## src/rtl/edge_irq_pkg.sv

```systemverilog
package edge_irq_pkg;

    // register offsets (software decodes these)
    localparam logic [5:0] OFS_CLEAR  = 6'h07;
    localparam logic [5:0] OFS_STATUS = 6'h14;
    localparam logic [5:0] OFS_CTRL   = 6'h15;
    localparam logic [5:0] OFS_RISE   = 6'h18;
    localparam logic [5:0] OFS_FALL   = 6'h20;

    // clear register bit positions
    localparam int CLR_OVF_BIT  = 2;
    localparam int CLR_EDGE_BIT = 3;

    // control byte, bit 4 down to bit 0
    typedef struct packed {
        logic fall_en;
        logic rise_en;
        logic master_en;
        logic ovf_ie;
        logic edge_ie;
    } ctrl_t;

endpackage

```

## src/rtl/edge_irq_sync.sv

```systemverilog
module edge_irq_sync #(
    parameter int NUM_CH = 24,
    parameter int STAGES = 2
) (
    input  logic              clk,
    input  logic              rst_n,
    input  logic [NUM_CH-1:0] din,
    output logic [NUM_CH-1:0] rise_o,
    output logic [NUM_CH-1:0] fall_o
);
    typedef struct packed {
        logic [STAGES-1:0][NUM_CH-1:0] pipe;
        logic [NUM_CH-1:0]             prev;
    } sync_t;

    sync_t st_d, st_q;

    always_comb begin
        st_d = st_q;
        st_d.pipe[0] = din;
        for (int s = 1; s < STAGES; s++) begin
            st_d.pipe[s] = st_q.pipe[s-1];
        end
        st_d.prev = st_q.pipe[STAGES-1];
    end

    always_ff @(posedge clk or negedge rst_n) begin
        if (!rst_n) st_q <= '0;
        else        st_q <= st_d;
    end

    assign rise_o = st_q.pipe[STAGES-1] & ~st_q.prev;
    assign fall_o = ~st_q.pipe[STAGES-1] & st_q.prev;

endmodule

```

## src/rtl/edge_irq_regs.sv

```systemverilog
module edge_irq_regs
    import edge_irq_pkg::*;
#(
    parameter int NUM_CH = 24
) (
    input  logic              clk,
    input  logic              rst_n,
    input  logic [5:0]        reg_addr,
    input  logic              reg_wr,
    input  logic [7:0]        reg_wdata,
    input  logic [7:0]        status_i,
    output logic [NUM_CH-1:0] rise_mask_o,
    output logic [NUM_CH-1:0] fall_mask_o,
    output ctrl_t             ctrl_o,
    output logic              clr_edge_o,
    output logic              clr_ovf_o,
    output logic [7:0]        reg_rdata
);
    localparam int NBYTES = NUM_CH / 8;

    typedef struct packed {
        logic [NBYTES-1:0][7:0] rise;
        logic [NBYTES-1:0][7:0] fall;
        ctrl_t                  ctrl;
    } regs_t;

    regs_t rg_d, rg_q;

    always_comb begin
        rg_d = rg_q;
        if (reg_wr) begin
            for (int b = 0; b < NBYTES; b++) begin
                if (reg_addr == OFS_RISE + 6'(b)) rg_d.rise[b] = reg_wdata;
                if (reg_addr == OFS_FALL + 6'(b)) rg_d.fall[b] = reg_wdata;
            end
            if (reg_addr == OFS_CTRL) rg_d.ctrl = ctrl_t'(reg_wdata[4:0]);
        end
    end

    always_ff @(posedge clk or negedge rst_n) begin
        if (!rst_n) rg_q <= '0;
        else        rg_q <= rg_d;
    end

    always_comb begin
        reg_rdata = 8'h00;
        if (reg_addr == OFS_STATUS) reg_rdata = status_i;
        if (reg_addr == OFS_CTRL)   reg_rdata = {3'b000, rg_q.ctrl};
        for (int b = 0; b < NBYTES; b++) begin
            if (reg_addr == OFS_RISE + 6'(b)) reg_rdata = rg_q.rise[b];
            if (reg_addr == OFS_FALL + 6'(b)) reg_rdata = rg_q.fall[b];
        end
    end

    assign clr_edge_o  = reg_wr && (reg_addr == OFS_CLEAR) && reg_wdata[CLR_EDGE_BIT];
    assign clr_ovf_o   = reg_wr && (reg_addr == OFS_CLEAR) && reg_wdata[CLR_OVF_BIT];
    assign rise_mask_o = rg_q.rise;
    assign fall_mask_o = rg_q.fall;
    assign ctrl_o      = rg_q.ctrl;

endmodule

```

## src/rtl/edge_irq_flags.sv

```systemverilog
module edge_irq_flags
    import edge_irq_pkg::*;
#(
    parameter int NUM_CH = 24
) (
    input  logic              clk,
    input  logic              rst_n,
    input  logic [NUM_CH-1:0] rise_i,
    input  logic [NUM_CH-1:0] fall_i,
    input  logic [NUM_CH-1:0] rise_mask_i,
    input  logic [NUM_CH-1:0] fall_mask_i,
    input  ctrl_t             ctrl_i,
    input  logic              clr_edge_i,
    input  logic              clr_ovf_i,
    output logic              event_o,
    output logic              edge_flag_o,
    output logic              ovf_flag_o,
    output logic              pend_o
);
    typedef struct packed {
        logic edge_flag;
        logic ovf_flag;
    } flags_t;

    flags_t fl_d, fl_q;
    logic   evt;

    always_comb begin
        evt = (ctrl_i.rise_en && |(rise_i & rise_mask_i))
           || (ctrl_i.fall_en && |(fall_i & fall_mask_i));
        fl_d           = fl_q;
        // a new event wins over a clear in the same cycle
        fl_d.edge_flag = (fl_q.edge_flag && !clr_edge_i) || evt;
        fl_d.ovf_flag  = (fl_q.ovf_flag && !clr_ovf_i) || (evt && fl_q.edge_flag);
    end

    always_ff @(posedge clk or negedge rst_n) begin
        if (!rst_n) fl_q <= '0;
        else        fl_q <= fl_d;
    end

    assign event_o     = evt;
    assign edge_flag_o = fl_q.edge_flag;
    assign ovf_flag_o  = fl_q.ovf_flag;
    assign pend_o      = ctrl_i.master_en
                      && ((fl_q.edge_flag && ctrl_i.edge_ie) || (fl_q.ovf_flag && ctrl_i.ovf_ie));

endmodule

```

## src/rtl/edge_irq_ctrl.sv

```systemverilog
module edge_irq_ctrl
    import edge_irq_pkg::*;
#(
    parameter int NUM_CH      = 24,
    parameter int SYNC_STAGES = 2
) (
    input  logic              clk,
    input  logic              rst_n,
    input  logic [NUM_CH-1:0] din,
    input  logic [5:0]        reg_addr,
    input  logic              reg_wr,
    input  logic [7:0]        reg_wdata,
    output logic [7:0]        reg_rdata,
    output logic              irq
);
    logic [NUM_CH-1:0] rise, fall, rise_mask, fall_mask;
    ctrl_t             ctrl;
    logic              clr_edge, clr_ovf, evt;
    logic              edge_flag, ovf_flag, pend;
    logic [7:0]        status;

    assign status = {5'b00000, pend, ovf_flag, edge_flag};

    edge_irq_sync #(.NUM_CH(NUM_CH), .STAGES(SYNC_STAGES)) u_sync (
        .clk    (clk),
        .rst_n  (rst_n),
        .din    (din),
        .rise_o (rise),
        .fall_o (fall)
    );

    edge_irq_regs #(.NUM_CH(NUM_CH)) u_regs (
        .clk         (clk),
        .rst_n       (rst_n),
        .reg_addr    (reg_addr),
        .reg_wr      (reg_wr),
        .reg_wdata   (reg_wdata),
        .status_i    (status),
        .rise_mask_o (rise_mask),
        .fall_mask_o (fall_mask),
        .ctrl_o      (ctrl),
        .clr_edge_o  (clr_edge),
        .clr_ovf_o   (clr_ovf),
        .reg_rdata   (reg_rdata)
    );

    edge_irq_flags #(.NUM_CH(NUM_CH)) u_flags (
        .clk         (clk),
        .rst_n       (rst_n),
        .rise_i      (rise),
        .fall_i      (fall),
        .rise_mask_i (rise_mask),
        .fall_mask_i (fall_mask),
        .ctrl_i      (ctrl),
        .clr_edge_i  (clr_edge),
        .clr_ovf_i   (clr_ovf),
        .event_o     (evt),
        .edge_flag_o (edge_flag),
        .ovf_flag_o  (ovf_flag),
        .pend_o      (pend)
    );

    assign irq = pend;

endmodule

```

## config.mk

```make
export PLATFORM = sky130hd
export DESIGN_NAME = edge_irq_ctrl
export DESIGN_NICKNAME = d
export VERILOG_FILES = /design/src/rtl/edge_irq_pkg.sv /design/src/rtl/edge_irq_sync.sv /design/src/rtl/edge_irq_regs.sv /design/src/rtl/edge_irq_flags.sv /design/src/rtl/edge_irq_ctrl.sv
export SDC_FILE = /design/constraint.sdc
export NUM_CORES = 1
export LEC_CHECK = 0
export CAP_MARGIN = 30
export CORE_MARGIN = 2
export CORE_UTILIZATION = 30
export CTS_BUF_LIST = sky130_fd_sc_hd__clkbuf_2
export CTS_CLUSTER_DIAMETER = 60
export DETAILED_ROUTE_END_ITERATION = 6
export DONT_BUFFER_PORTS = 1
export SYNTH_ARGS = -nofsm -noshare
export SYNTH_HDL_FRONTEND = slang
export SYNTH_SLANG_ARGS = --single-unit
```

## constraint.sdc

```tcl
create_clock -name clk -period 2.08 [get_ports clk]
set_input_delay 0.416 -clock clk [delete_from_list [all_inputs] [get_ports clk]]
set_output_delay 0.416 -clock clk [all_outputs]
set_load 0.02 [all_outputs]
```

==> results of run 1 <==
## flip-flops by register name, summed over array words and instances, names as in the netlist
signal,count
u_regs.ctrl_o,5
u_regs.fall_mask_o,24
u_sync.st_q,24
u_flags.ovf_flag_o,1
u_regs.rise_mask_o,24
u_sync.st_d,48
u_flags.edge_flag_o,1
## how the worst max path moves through the flow
stage / start / endpoint / slack (ns)
after floorplan: reg_addr[4] / reg_rdata[0] / -0.27
after global placement: reg_addr[4] / reg_rdata[0] / -0.22
after detailed placement: reg_addr[4] / reg_rdata[0] / -0.23
after CTS: u_regs.ctrl_o[0]$_DFFE_PN0P_ / reg_rdata[2] / -0.48
after global routing: u_regs.ctrl_o[0]$_DFFE_PN0P_ / reg_rdata[2] / -0.62
final: u_regs.ctrl_o[0]$_DFFE_PN0P_ / reg_rdata[2] / -0.42
## cell usage in the layout (no fill, tap or decap), types with 2 or more instances in the layout
master,n
a31oi_1,2
dfrtp_1,127
clkinv_4,2
clkinvlp_4,4
a211oi_2,2
dlygate4sd3_1,35
a21oi_1,6
mux2_2,53
nand3b_1,20
nand4bb_1,2
nor2b_1,3
a311oi_1,2
nand2_1,48
and3b_1,2
buf_6,5
nand3_1,2
nand2b_1,2
clkinv_2,2
o22ai_1,18
nand4_1,3
mux2i_1,2
inv_1,5
buf_4,24
nor4_1,4
nor3_1,3
nor2_1,8
a21oi_2,3
o21ai_2,2
bufinv_16,4
a22oi_1,6
nand2_2,4
o21ai_0,7
clkinv_1,2
clkbuf_2,17
a222oi_1,6
## cell type report
type	count	share of cell area
flip-flops and latches	127	0.5323
well taps	216	0.04526
clock inverters	15	0.03248
inverters	5	0.003143
clock buffers	17	0.01425
multi-input cells	219	0.2710
repair buffers	65	0.1016
## power breakdown
group,internal [mW],switching [mW],total (mW)
registers,2.68,0.168,2.85
logic,0.254,0.169,0.423
clock network,0.782,0.926,1.71
## logic make-up (layout without fill, tap and decap cells)
family                 Yosys count  after routing  synth area share
flip-flops                     127            127            0.6635
AO/OA/AOI/OAI                   57             57           0.07863
multiplexers                    55             55            0.1288
AND/OR/NAND/NOR                107            107            0.1215
buffers and inverters            9            102          0.007577
## timing repair
action / CTS / global route
gates cloned: 0 / 0
endpoints found under the hold margin: 206 / 127
pin swaps: 13 / 3
gates resized for setup: 8 / 1
setup buffers: 6 / 3
setup endpoints to repair: 9 / 9
## per-stage QoR
| stage | util | instance area (µm²) | hold WS (ns) | power [mW] | setup TNS (ns) |
|---|---|---|---|---|---|
| floorplan | - | 4821 | 0.1204 | 3.087 | -1.035 |
| global placement | 0.3321 | 5238 | 0.1246 | 3.192 | -1.464 |
| detailed placement | 0.3321 | 5238 | 0.1247 | 3.212 | -1.508 |
| CTS | 0.3769 | 5944 | -0.6608 | 5.016 | -2.150 |
| global route | 0.3786 | 5971 | -0.7091 | 5.211 | -3.046 |
| finish | 0.3786 | 5971 | -0.5849 | 4.980 | -1.850 |
## worst max-delay path, delay by kind of cell (launching register included)
kind,cells,cell delay (ns)
compound gates,5,0.83
flops,1,0.44
simple gates,1,0.14
## layer usage
| metal | GRT usage | part of all wire | up-vias | routed length (µm) |
|---|---|---|---|---|
| met1 | 0.2042 | 0.45 | 1675 | 5434 |
| met3 | 0.04674 | 0.066 | 25 | 805 |
| li1 | - | - | 1467 | - |
| met5 | 0 | 0 | - | 0 |
| met4 | 0.05882 | 0.020 | 0 | 244 |
| met2 | 0.2347 | 0.46 | 125 | 5632 |
==> impl_metrics.py, run 1 <==
metrics = {
    "finish": {
        "num-fill-cells": 1571,
        "diodes": 0,
        "nNetsFinal": 476,
        "regArea_um2": 3178,
        "layout-drive-gt1-share": 0.2902,
        "area_growth_pct": 24.66,
        "multiInputGateArea_um2": 1618,
        "finalNonFillerCells": 664,
    },
    "setup_path": {
        "critPathSlowestCell": "dfrtp_1",
        "ff2ff_setup_slack_ns": 0.13,
        "r2r-start": "u_regs.rise_mask_o[1]$_DFFE_PN0P_",
        "crit_path_end_kind": "output port",
        "reg2reg_depth": 6,
        "worstSetupPathType": "reg2out",
        "start_kind": "flop",
        "cp_cell_sequence": "a22oi_2, a211oi_1, a221oi_1, a21oi_1, o22ai_1, nand2_2",
        "worstReg2RegEnd": "u_flags.ovf_flag_o$_DFF_PN0_",
        "cp_slowest_stage_delay_ns": 0.44,
        "crit_fanout": 3,
        "critical_path_required_ns": 1.66,
        "cp.arrival_ns": 2.09,
    },
    "grt": {
        "track_usage": 0.1528,
        "grt_max_degree": 128,
        "grt_pass1_vias": 3414,
        "grt_pass1_wl_mm": 18.88,
        "grt_antenna_before_repair": 0,
        "grt_overflow_total": 0,
    },
    "flow_run": {
        "drv_cap": 0,
    },
    "timing": {
        "period_share": 1.203,
        "fmax_mhz": 399.5,
        "finClkSkew_ns": 0.02428,
        "setup_slack_ns": -0.4229,
        "fin_crit_ns": 2.503,
        "slew_viol_final": 0,
        "worst_slew_pin_slew_ns": 0.6054,
        "grt_setup_unrepaired": "yes",
        "relSlewSlack": 0.5964,
        "setup_violations": 8,
        "hold_viol": 127,
        "whs_ns": -0.5849,
    },
    "pwr": {
        "cellPowerDensity_nw_per_um2": 834.0,
        "leakage_nw": 2.637,
        "peakVddDrop_v": 0.0005820,
    },
    "synth": {
        "yosysMostFrequentCell": "dfrtp_1",
        "yosys-top-cells-area": "dfrtp_1 (66%), mux2_2 (12%), nand2_1 (3.8%), nand3b_1 (3.1%), o22ai_1 (2.4%)",
        "avgSynthCellArea_um2": 13.49,
        "synth.distinct_cells": 34,
        "syn_inst": 355,
        "synth-seq-cells": 127,
        "synth_top_area_cell": "dfrtp_1",
        "synth_flop_cell": "dfrtp_1",
        "ys_seq_area_frac": 0.6635,
        "synthesis.nets": 396,
        "synth_area_um2": 4790,
        "synth_edf_count": 0,
        "async_flop_share": 1.000,
        "yosysTopAreaCellShare": 0.6635,
        "yosys_warnings": 0,
        "synth_common_cells": "dfrtp_1 (127), mux2_2 (53), nand2_1 (49)",
    },
    "die": {
        "dieArea_um2": 16990,
        "ios": 50,
        "coreArea_um2": 15770,
        "die_w_um": 130.4,
        "die_y_um": 130.4,
        "fp-row-count": 46,
        "initial_core_util": 0.3037,
    },
    "place": {
        "port_buffers": 0,
        "dp_hpwl_mm": 8.345,
        "pre_cts_ws_ns": -0.2327,
        "gp_congestion": 0.8688,
        "dp_cells": 588,
    },
    "detailed_routing": {
        "ant_nets": 0,
        "drt-vias-per-instance": 4.958,
        "wl_per_cell_um": 18.25,
        "drc": 0,
        "vias": 3292,
        "first_pass_iters": 5,
        "wirelength_mm": 12.12,
        "drt_iter0_drc": 295,
    },
    "run_status": {
        "status": "finished with violations",
        "violations": "hold timing, setup timing",
    },
    "clocking": {
        "htree_levels": 4,
        "cts_sinks": 127,
        "ctsLongestPathBuffers": 2,
        "path_clk_slew_ns": 0.19,
        "clkLatencyLatePin_ns": 0.67,
        "ctsRootBufferMaster": "clkbuf_2",
        "cts_buffers": 17,
        "cts_tree": "yes",
        "ctsHoldBuffers": 35,
    },
    "min_path": {
        "hold_path_class": "in2async",
    },
}
(Power assumes the default switching activity.)
==> run 2: changes to the inputs <==
--- a/config.mk
+++ b/config.mk
@@ -12,6 +12,7 @@
 export CTS_CLUSTER_DIAMETER = 60
 export DETAILED_ROUTE_END_ITERATION = 6
 export DONT_BUFFER_PORTS = 1
+export SLEW_MARGIN = 10
 export SYNTH_ARGS = -nofsm -noshare
 export SYNTH_HDL_FRONTEND = slang
 export SYNTH_SLANG_ARGS = --single-unit
==> results of run 2 <==
Final layout, timing and power as in run 1 (identical DEF).
==> run 3: changes to the inputs <==
--- a/config.mk
+++ b/config.mk
@@ -15,4 +15,5 @@
 export SLEW_MARGIN = 10
 export SYNTH_ARGS = -nofsm -noshare
 export SYNTH_HDL_FRONTEND = slang
+export SYNTH_HIERARCHICAL = 1
 export SYNTH_SLANG_ARGS = --single-unit
==> run 3 against run 2 <==
Net effect: the flow still finishes with violations (hold timing, setup timing); synthesized cell count increased by 2.8%; clock skew shrank 0.0058 ns; sequential share of layout area shrank 3.8 points; global-route usage shrank 0.82 points; core utilization increased by 0.76 points; critical endpoint unchanged; largest cell class unchanged.
==> impl_metrics.py, run 3 <==
metrics = {
    "finish": {
        "mostFrequentLayoutCell": "dfrtp_1",
        "final_cell_mix": "dfrtp_1 (127), mux2_2 (51), and2b_2 (48)",
        "regArea_um2": 3178,
        "area_growth_pct": 25.14,
        "nNetsFinal": 494,
        "finalNonFillerCells": 685,
        "num-fill-cells": 1609,
        "multiInputGateArea_um2": 2110,
        "largest_reg_flops": 48,
        "diodes": 0,
        "layout-drive-gt1-share": 0.4172,
    },
    "grt": {
        "grt_pass1_vias": 3451,
        "grt_pass1_wl_mm": 19.50,
        "grt_antenna_before_repair": 0,
        "track_usage": 0.1445,
        "grt_overflow_total": 0,
        "grt_max_degree": 128,
    },
    "timing": {
        "hold_viol": 127,
        "whs_ns": -0.5972,
        "finClkSkew_ns": 0.01847,
        "relSlewSlack": 0.4953,
        "setup_slack_ns": -0.4182,
        "setup_violations": 8,
        "worst_slew_pin_slew_ns": 0.7468,
        "period_share": 1.201,
        "fin_crit_ns": 2.498,
        "slew_viol_final": 0,
        "fmax_mhz": 400.3,
        "fin_setup_tns_ns": -2.189,
        "grt_setup_unrepaired": "yes",
    },
    "pwr": {
        "clock_power_share": 0.298,
        "power.share.combinational": 0.109,
        "fin_total_pwr_mw": 4.798,
        "power_switching_mw": 1.259,
        "peakVddDrop_v": 0.0004539,
        "leakage_nw": 2.857,
        "cellPowerDensity_nw_per_um2": 746.4,
        "intPower_mw": 3.539,
        "swShare": 0.2624,
        "seqPwrFrac": 0.593,
    },
    "detailed_routing": {
        "ant_nets": 0,
        "first_pass_iters": 4,
        "drt_iter0_drc": 203,
        "wl_per_cell_um": 18.06,
        "drc": 0,
        "drt-vias-per-instance": 4.891,
        "vias": 3350,
        "wirelength_mm": 12.37,
    },
    "clocking": {
        "ctsLongestPathBuffers": 2,
        "cts_tree": "yes",
        "ctsRootBufferMaster": "clkbuf_2",
        "path_clk_slew_ns": 0.18,
        "cts_buffers": 17,
        "htree_levels": 4,
        "clkLatencyLatePin_ns": 0.68,
        "cts_sinks": 127,
    },
    "die": {
        "coreArea_um2": 16640,
        "die_y_um": 134.8,
        "ios": 50,
        "die_w_um": 134.8,
        "initial_core_util": 0.3086,
        "dieArea_um2": 18180,
        "fp-row-count": 47,
    },
    "min_path": {
        "hold_path_class": "in2async",
    },
    "setup_path": {
        "worstReg2RegEnd": "u_flags/ovf_flag_o$_DFF_PN0_",
        "ff2ff_setup_slack_ns": 0.13,
        "cp.arrival_ns": 2.08,
        "crit_fanout": 2,
        "crit_path_end_kind": "output port",
        "reg2reg_depth": 5,
        "r2r-start": "u_sync/st_d[12]$_DFF_PN0_",
        "critical_path_required_ns": 1.66,
        "start_kind": "flop",
        "worstSetupPathType": "reg2out",
    },
    "synth": {
        "syn_inst": 365,
        "synth_area_um2": 5136,
        "avgSynthCellArea_um2": 14.07,
        "yosys_warnings": 6,
    },
    "place": {
        "gp_congestion": 0.9493,
        "pre_cts_ws_ns": -0.2297,
        "dp_cells": 613,
        "dp_hpwl_mm": 8.760,
        "port_buffers": 0,
    },
    "run_status": {
        "status": "finished with violations",
        "violations": "hold timing, setup timing",
    },
    "flow_run": {
        "drv_cap": 0,
    },
}
-- run 3: per-stage QoR --
| stage | instance area [µm²] | util |
|---|---|---|
| global placement | 5694 | 0.3422 |
| CTS | 6342 | 0.3811 |
| floorplan | 5220 | - |
| finish | 6427 | 0.3862 |
| global route | 6427 | 0.3862 |
| detailed placement | 5694 | 0.3422 |
-- run 3: timing repair --
action	in CTS	in global routing
buffers inserted	7	1
hold buffers	32	1
pin swaps	6	3
gates cloned	0	0
resized for setup	12	12
hold endpoints to repair	205	129
setup endpoints to repair	9	9
-- run 3: power groups by stage --
stage / logic (mW) / registers [mW] / clock network [mW]
global placement: 0.399 / 2.89 / 0
CTS: 0.507 / 2.84 / 1.51
finish: 0.521 / 2.85 / 1.43
floorplan: 0.324 / 2.83 / 0
global route: 0.557 / 2.88 / 1.63
detailed placement: 0.404 / 2.89 / 0
-- run 3: how the worst max path moves through the flow --
stage                                             from           end  slack [ns]  cells past startpoint
after CTS                 u_regs/ctrl_o[0]$_DFFE_PN0P_  reg_rdata[2]       -0.57                      7
final                     u_regs/ctrl_o[0]$_DFFE_PN0P_  reg_rdata[2]       -0.42                      7
after global routing      u_regs/ctrl_o[0]$_DFFE_PN0P_  reg_rdata[2]       -0.67                      7
after floorplan                            reg_addr[4]  reg_rdata[1]       -0.21                      5
after detailed placement                   reg_addr[4]  reg_rdata[6]       -0.23                      5
after global placement                     reg_addr[4]  reg_rdata[6]       -0.22                      5
-- run 3: cell type report --
class / count / share of cell area
clock inverters: 12 / 0.01888
multi-input cells: 236 / 0.3282
clock buffers: 19 / 0.01479
inverters: 2 / 0.001168
flip-flops and latches: 127 / 0.4945
repair buffers: 69 / 0.09967
well taps: 220 / 0.04283
-- run 3: metal layers --
layer,vias up,track usage,wire (µm),share of wire
met1,1701,0.1988,5666,0.46
met2,98,0.2090,5601,0.45
met4,0,0.05614,184,0.015
met5,-,0,0,0
met3,17,0.05068,919,0.074
li1,1534,-,-,-
-- run 3: critical path, stage by stage (launching register included) --
cell and delay (ns):
dfrtp_1 0.42, a22oi_2 0.22, nor2b_2 0.07, mux2i_1 0.15, nor3_2 0.08, a211oi_2 0.17
o22ai_2 0.13, buf_6 0.16
